==> src/rtl/hfb_pkg.sv <==
package hfb_pkg;

  typedef enum logic [2:0] {
    ST_IDLE,
    ST_RD_LOW,
    ST_RD_WAIT,
    ST_WR_SETUP,
    ST_WR_HIGH,
    ST_WR_HOLD,
    ST_SETTLE
  } hfbState_t;

  typedef struct packed {
    logic loadTx;
    logic captureRx;
    logic driveBus;
  } hfbStrobes_t;

endpackage

==> src/rtl/hfbData.sv <==
module hfbData #(
  parameter int DATA_W = 8
) (
  input  logic                clk,
  input  logic                rstN,
  input  hfb_pkg::hfbStrobes_t strobes,
  input  logic                extDataWaitN,
  input  logic                extRoomN,
  output logic                dataWaitSync,
  output logic                roomSync,
  input  logic [DATA_W-1:0]   busIn,
  output logic [DATA_W-1:0]   busOut,
  output logic                busOe,
  input  logic [DATA_W-1:0]   txData,
  output logic [DATA_W-1:0]   rxData,
  output logic                rxValid,
  input  logic                rxReady
);

  logic [1:0] waitPipe;
  logic [1:0] roomPipe;
  logic [DATA_W-1:0] txHold;

  always_ff @(posedge clk) begin
    if (!rstN) begin
      waitPipe <= 2'b11;
      roomPipe <= 2'b11;
    end else begin
      waitPipe <= {waitPipe[0], extDataWaitN};
      roomPipe <= {roomPipe[0], extRoomN};
    end
  end

  assign dataWaitSync = waitPipe[1];
  assign roomSync     = roomPipe[1];

  always_ff @(posedge clk) begin
    if (!rstN) begin
      txHold <= '0;
    end else if (strobes.loadTx) begin
      txHold <= txData;
    end
  end

  assign busOut = txHold;
  assign busOe  = strobes.driveBus;

  always_ff @(posedge clk) begin
    if (!rstN) begin
      rxData  <= '0;
      rxValid <= 1'b0;
    end else if (strobes.captureRx) begin
      rxData  <= busIn;
      rxValid <= 1'b1;
    end else if (rxValid && rxReady) begin
      rxValid <= 1'b0;
    end
  end

  AST_RX_HELD: assert property (@(posedge clk) disable iff (!rstN)
    (rxValid && !rxReady) |=> (rxValid && $stable(rxData)));

  AST_NO_CAPTURE_OVER_HELD: assert property (@(posedge clk) disable iff (!rstN)
    (rxValid && !rxReady) |-> !strobes.captureRx);

endmodule

==> src/rtl/hfbCtrl.sv <==
module hfbCtrl #(
  parameter int SETUP_CLKS  = 2,
  parameter int STROBE_CLKS = 3,
  parameter int TURN_CLKS   = 2
) (
  input  logic                 clk,
  input  logic                 rstN,
  input  logic                 dataWaitSync,
  input  logic                 roomSync,
  input  logic                 txValid,
  input  logic                 rxReady,
  output logic                 txReady,
  output logic                 extRdN,
  output logic                 extWr,
  output hfb_pkg::hfbStrobes_t strobes
);
  import hfb_pkg::*;

  localparam int MAX_A = (SETUP_CLKS > STROBE_CLKS) ? SETUP_CLKS : STROBE_CLKS;
  localparam int MAX_C = (MAX_A > TURN_CLKS) ? MAX_A : TURN_CLKS;
  localparam int CNT_W = $clog2(MAX_C + 1);
  localparam logic [CNT_W-1:0] SETUP_LAST  = CNT_W'(SETUP_CLKS - 1);
  localparam logic [CNT_W-1:0] STROBE_LAST = CNT_W'(STROBE_CLKS - 1);
  localparam logic [CNT_W-1:0] TURN_LAST   = CNT_W'(TURN_CLKS - 1);

  hfbState_t state, nextState;
  logic [CNT_W-1:0] cnt;
  logic writeTurn;
  logic canRd, canWr, startWr, startRd;

  assign canRd   = !dataWaitSync;
  assign canWr   = !roomSync && txValid;
  assign startWr = (state == ST_IDLE) && canWr && (writeTurn || !canRd);
  assign startRd = (state == ST_IDLE) && canRd && !startWr;

  always_comb begin
    nextState = state;
    unique case (state)
      ST_IDLE:     if (startWr) nextState = ST_WR_SETUP;
                   else if (startRd) nextState = ST_RD_LOW;
      ST_RD_LOW:   if (cnt == STROBE_LAST) nextState = ST_RD_WAIT;
      ST_RD_WAIT:  if (rxReady) nextState = ST_SETTLE;
      ST_WR_SETUP: if (cnt == SETUP_LAST) nextState = ST_WR_HIGH;
      ST_WR_HIGH:  if (cnt == STROBE_LAST) nextState = ST_WR_HOLD;
      ST_WR_HOLD:  nextState = ST_SETTLE;
      ST_SETTLE:   if (cnt == TURN_LAST) nextState = ST_IDLE;
      default:     nextState = ST_IDLE;
    endcase
  end

  always_ff @(posedge clk) begin
    if (!rstN) begin
      state     <= ST_IDLE;
      cnt       <= '0;
      writeTurn <= 1'b0;
    end else begin
      state <= nextState;
      cnt   <= (nextState != state) ? '0 : cnt + 1'b1;
      if (state == ST_RD_WAIT && rxReady) writeTurn <= 1'b1;
      else if (startWr || startRd)        writeTurn <= 1'b0;
    end
  end

  assign txReady           = startWr;
  assign extRdN            = (state != ST_RD_LOW);
  assign extWr             = (state == ST_WR_HIGH);
  assign strobes.loadTx    = startWr;
  assign strobes.captureRx = (state == ST_RD_LOW) && (cnt == STROBE_LAST);
  assign strobes.driveBus  = (state == ST_WR_SETUP) || (state == ST_WR_HIGH) ||
                             (state == ST_WR_HOLD);

  AST_NO_DUAL_STROBE: assert property (@(posedge clk) disable iff (!rstN)
    !(!extRdN && extWr));

  AST_RD_ON_FLAG: assert property (@(posedge clk) disable iff (!rstN)
    $fell(extRdN) |-> $past(!dataWaitSync));

  AST_WR_ON_FLAG: assert property (@(posedge clk) disable iff (!rstN)
    txReady |-> (!roomSync && txValid));

endmodule

==> src/rtl/hostFifoBridge.sv <==
module hostFifoBridge #(
  parameter int DATA_W      = 8,
  parameter int SETUP_CLKS  = 2,
  parameter int STROBE_CLKS = 3,
  parameter int TURN_CLKS   = 2
) (
  input  logic              clk,
  input  logic              rstN,
  input  logic              extDataWaitN,
  input  logic              extRoomN,
  output logic              extRdN,
  output logic              extWr,
  input  logic [DATA_W-1:0] busIn,
  output logic [DATA_W-1:0] busOut,
  output logic              busOe,
  output logic [DATA_W-1:0] rxData,
  output logic              rxValid,
  input  logic              rxReady,
  input  logic [DATA_W-1:0] txData,
  input  logic              txValid,
  output logic              txReady
);

  hfb_pkg::hfbStrobes_t strobes;
  logic dataWaitSync, roomSync;

  hfbCtrl #(
    .SETUP_CLKS(SETUP_CLKS), .STROBE_CLKS(STROBE_CLKS), .TURN_CLKS(TURN_CLKS)
  ) u_ctrl (
    .clk(clk), .rstN(rstN),
    .dataWaitSync(dataWaitSync), .roomSync(roomSync),
    .txValid(txValid), .rxReady(rxReady), .txReady(txReady),
    .extRdN(extRdN), .extWr(extWr), .strobes(strobes)
  );

  hfbData #(.DATA_W(DATA_W)) u_data (
    .clk(clk), .rstN(rstN), .strobes(strobes),
    .extDataWaitN(extDataWaitN), .extRoomN(extRoomN),
    .dataWaitSync(dataWaitSync), .roomSync(roomSync),
    .busIn(busIn), .busOut(busOut), .busOe(busOe),
    .txData(txData), .rxData(rxData), .rxValid(rxValid), .rxReady(rxReady)
  );

  AST_OE_ONLY_WRITE: assert property (@(posedge clk) disable iff (!rstN)
    extWr |-> busOe);

  AST_WR_DATA_STABLE: assert property (@(posedge clk) disable iff (!rstN)
    (extWr || $fell(extWr)) |-> (busOe && $stable(busOut)));

  AST_BUS_TURN: assert property (@(posedge clk) disable iff (!rstN)
    $fell(extRdN) |-> (!busOe && !$past(busOe)));

endmodule

==> config.mk <==
export PLATFORM = sky130hd
export DESIGN_NAME = hostFifoBridge
export DESIGN_NICKNAME = d
export VERILOG_FILES = /design/src/rtl/hfb_pkg.sv /design/src/rtl/hfbData.sv /design/src/rtl/hfbCtrl.sv /design/src/rtl/hostFifoBridge.sv
export SDC_FILE = /design/constraint.sdc
export NUM_CORES = 1
export LEC_CHECK = 0
export BUFFER_PORTS_ARGS = -buffer_cell sky130_fd_sc_hd__buf_4
export CAP_MARGIN = 0
export CORE_MARGIN = 2
export CORE_UTILIZATION = 48
export CTS_CLUSTER_DIAMETER = 120
export DETAILED_ROUTE_END_ITERATION = 12
export GPL_TIMING_DRIVEN = 0
export PLACE_DENSITY = 0.78
export SLEW_MARGIN = 40
export SYNTH_ARGS = -nofsm -noshare
export SYNTH_HDL_FRONTEND = slang
export SYNTH_HIERARCHICAL = 1
export SYNTH_SLANG_ARGS = --single-unit
==> constraint.sdc <==
create_clock -name clk -period 1.8 [get_ports clk]
set_input_delay 0.54 -clock clk [delete_from_list [all_inputs] [get_ports clk]]
set_output_delay 0.54 -clock clk [all_outputs]
set_load 0.03 [all_outputs]
### Word-level counts from Yosys, hierarchy flattened

Cells that the tools add are included.
Widths: inputs -> output; s select.

* add/sub/neg operators: 1
* equal/unequal tests: 10
* multiplexer cells: 12
* bitwise logic cells: 1
* reduce and logical (&&, ||, !) cells: 19

Operator list (count)
* $mux 3: 7
* $pmux 3 s7: 1
* $eq 3x3->1 const B: 3
* $logic_and 1x1->1: 8
* $eq 3x2->1 const B: 2
* $logic_or 1x1->1: 4
* $mux 1: 4
* $reduce_bool 2->1: 2
* $eq 3x1->1 const B: 1
* $logic_not 1->1: 3
* $logic_not 3->1: 1
* $ne 3x1->1 const B: 1
* $ne 3x3->1: 1
* $add 2x1->2 const B: 1
* $eq 2x1->1 const B: 1
* $eq 2x2->1 const B: 1
* $reduce_or 2->1: 1
* $not 1->1: 1

* bits in registers: 27
* input bits: 22
* output and inout port bits: 21
* word-level logic and storage cells: 51

### Logic depth before layout (Yosys ltp)

* depth after elaboration: 11
* gate-level depth with buffers: 7

### Cells and area by module

The synthesis kept the hierarchy.

By module, submodules not included
* hfbData: instances 1, cells each 64, area an instance 759.5 um^2, seq. area each 420.4 um^2
* hfbCtrl: instances 1, cells each 55, area an instance 412.9 um^2, seq. area each 120.1 um^2

### Worst setup path after synthesis

Ideal clock, no wire load.

* kind: input to register
* start point: input txValid
* end point: register u_data.txHold[0], in the netlist u_data/busOut[0]
* library setup time: 0.116 ns
* arrival: 2.353 ns
* data required time: 1.684 ns
* setup slack: -0.670 ns
* stages: 7
* cells stage by stage: nand2b_1 o21bai_1 nor4_1 buf_4 buf_6 mux2i_1 nor2b_1

* cells in the longest elaborated chain, start to end: 3

Ends and longest elaborated chain
* start, declared: line hostFifoBridge.sv:20 `input logic txValid,`
* $logic_and 1x1->1: line hfbCtrl.sv:32 `assign canWr = !roomSync && txValid;`
* $logic_and 1x1->1 (2 in series): line hfbCtrl.sv:33 `assign startWr = (state == ST_IDLE) && canWr && (writeTurn || !canRd);`
* via txReady: line hostFifoBridge.sv:21 `output logic txReady`
* end signal, assigned: line hfbData.sv:41 `txHold <= txData;`
* end, declared: line hfbData.sv:22 `logic [DATA_W-1:0] txHold;`

The timed path passes the listed nets, and every way through them passes these cells.
A chain may end at the register's enable or synchronous reset.

### Worst setup path in the final report

* start point: register u_data.roomPipe[1]
* end point: output txReady

* cells in the longest elaborated chain, start to end: 4

Ends and longest elaborated chain
* start, declared: line hfbData.sv:21 `logic [1:0] roomPipe;`
* start signal, assigned: line hfbData.sv:30 `roomPipe <= {roomPipe[0], extRoomN};`
* $logic_not 1->1: line hfbCtrl.sv:32
* $logic_and 1x1->1: line hfbCtrl.sv:32
* $logic_and 1x1->1 (2 in series): line hfbCtrl.sv:33
* end, declared: line hostFifoBridge.sv:21

No other way between the ends.

==> impl_metrics.yaml <==
cells_and_area:
  finalNetCount: 196
  regArea_um2: 549
  nFillCells: 169
  area_growth_pct: 41.8
  drive_gt1_share_pct: 40.4
  diodes: 0
  fin_area_um2: 1660
  multi_input_area_um2: 591
  layout.cells.non_filler: 199
worst_setup_path:
  cp_max_fo: 2
  cp-end-kind: "primary output"
  startpoint_type: "flip-flop"
  timing.rr.start: "u_ctrl/state[2]"
  cp_top_family: "flip-flops"
  rr_endpoint: "u_ctrl/cnt[1]"
  criticalPathCategory: "flip-flop to primary output"
  crit_arrival_ns: 1.30
  critPathRequiredTime_ns: 1.26
  crit_path_max_incr_delay_ns: 0.33
  path_buf_inv: 1
  path_cells: "nand2b_4, o21bai_4, nor4_4, buf_4"
  cp_slowest_cell: "dfxtp_1"
  r2r_setup_slack_ns: 0.18
  r2r_cells: 6
hold_path:
  whs_path_depth: 2
  min_to: "u_data/roomPipe[0]"
  worstHoldPathType: "input pin to flip-flop"
  min_from: "extRoomN"
floorplan:
  die_h_um: 53.4
  start_util_pct: 52.0
  core_area_um2: 2250
  fp.dieW_um: 53.4
  boundaryPins: 43
  rows: 17
  die_area_um2: 2850
outcome:
  failed_checks: "negative setup slack"
  status: "finished with violations"
timing:
  rsz0062_at_grt: "true"
  fin_setup_tns_ns: -0.0406
  fin_crit_ns: 1.84
  setup_violations: 1
  worst_pin_slew_ns: 0.559
  finalWorstSetupSlack_ns: -0.0406
  fin_skew_ns: 0.00189
  hold_viol: 0
  timing.hold.ws_ns: 0.401
  slew_headroom_pct: 61.8
  finalCritPeriodShare_pct: 102
  max_freq_mhz: 543
  slew_violations: 0
drt:
  routed_wl_mm: 2.51
  routedWlPerCell_um: 12.6
  drt-vias-per-instance: 5.08
  ant_nets: 0
  drcViolationCount: 0
  vias: 1011
  drt_first_pass_iters: 4
  drtIter0Drc: 25
grt:
  grtUsageTotal_pct: 18.9
  grt_max_degree: 15
  grt_pass1_vias: 927
  antenna_found_initial: 0
  grt_first_pass_wirelength_mm: 3.98
  grt-ovfl-total: 0
synth:
  ys_types: 31
  synth-adder-area-share_pct: 2.13
  synth_area_per_cell_um2: 9.85
  syn_nets: 143
  syn-cell-area_um2: 1170
  synthMuxAreaShare_pct: 15.5
  synth-seq-cells: 27
  synth_top_family_by_area: "simple AND/OR/NAND/NOR gates"
  ys_seq_area_share_pct: 46.1
  netlist_instances: 119
  ys_warn_count: 6
  yosys.area_share.simple_pct: 21.7
  synth_compound_area_share_pct: 7.79
  synth_xor_area_share_pct: 0
clock_network:
  worstSkewPairLatency_ns: 0.31
  cts_tree: "done"
  cts_root_buffer: "clkbuf_4"
  htreeDepth: 1
  path_clk_slew_ns: 0.13
  cts_buffers: 3
  hold_buffers: 0
  clockBufferDepth: 2
  clock_sinks: 27
job:
  max_cap_viol_count: 0
power_and_ir_drop:
  intPower_uw: 822
  pwr-share-comb_pct: 20.4
  peakVddDrop_mv: 0.419
  sw_frac_of_total_pct: 25.9
  clkPwrFrac_pct: 22.4
  seq_power_share_pct: 57.2
  p_leak_nw: 0.703
  p_switching_uw: 287
  p_per_area_nw_per_um2: 667
place:
  dpl.cell_count: 189
  post-dp-hpwl_mm: 1.80
  dpl_cell_area_um2: 1560
  portBuffers: 42
  globalplace.congestion: 0.829
  dp_slack_ns: -0.124
## cells in the final DEF, fill, tap and decap left out, types with 2 or more instances in the layout
cell,count
buf_4,48
dfxtp_1,24
mux2i_1,17
nor2b_1,17
buf_6,6
nor2_1,6
inv_1,5
nand2b_1,5
nand2_1,4
clkbuf_4,3
buf_2,3
o21ai_0,3
a21oi_1,3
and3_1,2
o21a_1,2
ha_1,2
dfxtp_4,2
## final cells by class
type,count,share of cell area (%)
buffer,8,4.21
tap,28,2.11
sequential,27,33.0
inverter,5,1.13
multi-input combinational,78,35.5
clock buffer,4,1.58
timing repair buffer,49,22.4
## stage by stage
stage               utilization, %  power, mW
floorplan                        -      0.775
global placement              69.3      0.847
detailed placement            69.3      0.854
CTS                           73.5       1.12
global route                  73.8       1.17
finish                        73.8       1.11
## flip-flops by register name (all words and copies together), names as in the netlist
register / cells
u_data/rxData: 8
u_data/roomPipe: 2
u_data/busOut: 8
u_ctrl/state: 3
u_data/waitPipe: 2
u_data/rxValid: 1
u_ctrl/writeTurn: 1
u_ctrl/cnt: 2
## timing repair
action / 4_1_cts / 5_1_grt
pin swaps: 1 / 0
gates cloned: 0 / 1
buffers inserted: 6 / 0
setup endpoints to repair: 4 / 2
gates resized for setup: 11 / 0
## synthesized netlist by cell type (all sizes together)
cell	number	area, um^2
nor2	7	28.8
nand2	4	15.0
o211ai	1	7.51
a221oi	1	8.76
inv	5	18.8
a2111oi	1	8.76
o21ai	3	15.0
nand2b	6	37.5
a21oi	3	15.0
a21boi	1	7.51
nor4b	1	8.76
or4	1	7.51
o21a	2	15.0
o21bai	1	7.51
nand3b	1	7.51
or3b	1	8.76
dfxtp	27	541
and3	2	12.5
nor4	1	6.26
nor3	2	10.0
a31oi	1	6.26
ha	2	25.0
nor2b	17	106
clkbuf	1	3.75
buf	8	57.6
mux2i	17	170
nand3	1	5.00
mux2	1	11.3
## per-layer routing
metal | part of all wire [%] | global-route usage (%) | wire length (um)
met1 | 43 | 23.8 | 1090
met2 | 49 | 32.5 | 1230
met3 | 7.2 | 2.26 | 181
met4 | 0.32 | 7.26 | 8
met5 | 0 | 0 | 0
## worst max-delay path by stage
stage,startpoint,end,slack [ns],cells after the start
global placement,u_ctrl/state[2],busOe,-0.05,6
detailed placement,u_ctrl/state[2],busOe,-0.12,6
finish,u_data/roomPipe[1],txReady,-0.04,4
global route,u_data/roomPipe[1],txReady,-0.12,4
CTS,u_data/roomPipe[1],txReady,-0.06,4
floorplan,txValid,u_data/busOut[0],-0.005,7
## power groups by stage
stage / Combinational, mW / Sequential, mW / Clock (mW)
final: 0.227 / 0.635 / 0.248
after detailed placement: 0.203 / 0.651 / 0
after floorplan: 0.115 / 0.660 / 0
after global routing: 0.244 / 0.638 / 0.286
after CTS: 0.224 / 0.635 / 0.261
after global placement: 0.198 / 0.649 / 0
## logic make-up (layout without fill, tap and decap cells)
group                      after synthesis  after routing
DFF                                     27             27
adders and majority gates                2              2
buffers and inverters                   14             66
AOI/OAI and AO/OA                       14             14
and+or+nand+nor                         44             44
muxes                                   18             18
Note: power is estimated with default switching activity, not from simulation.
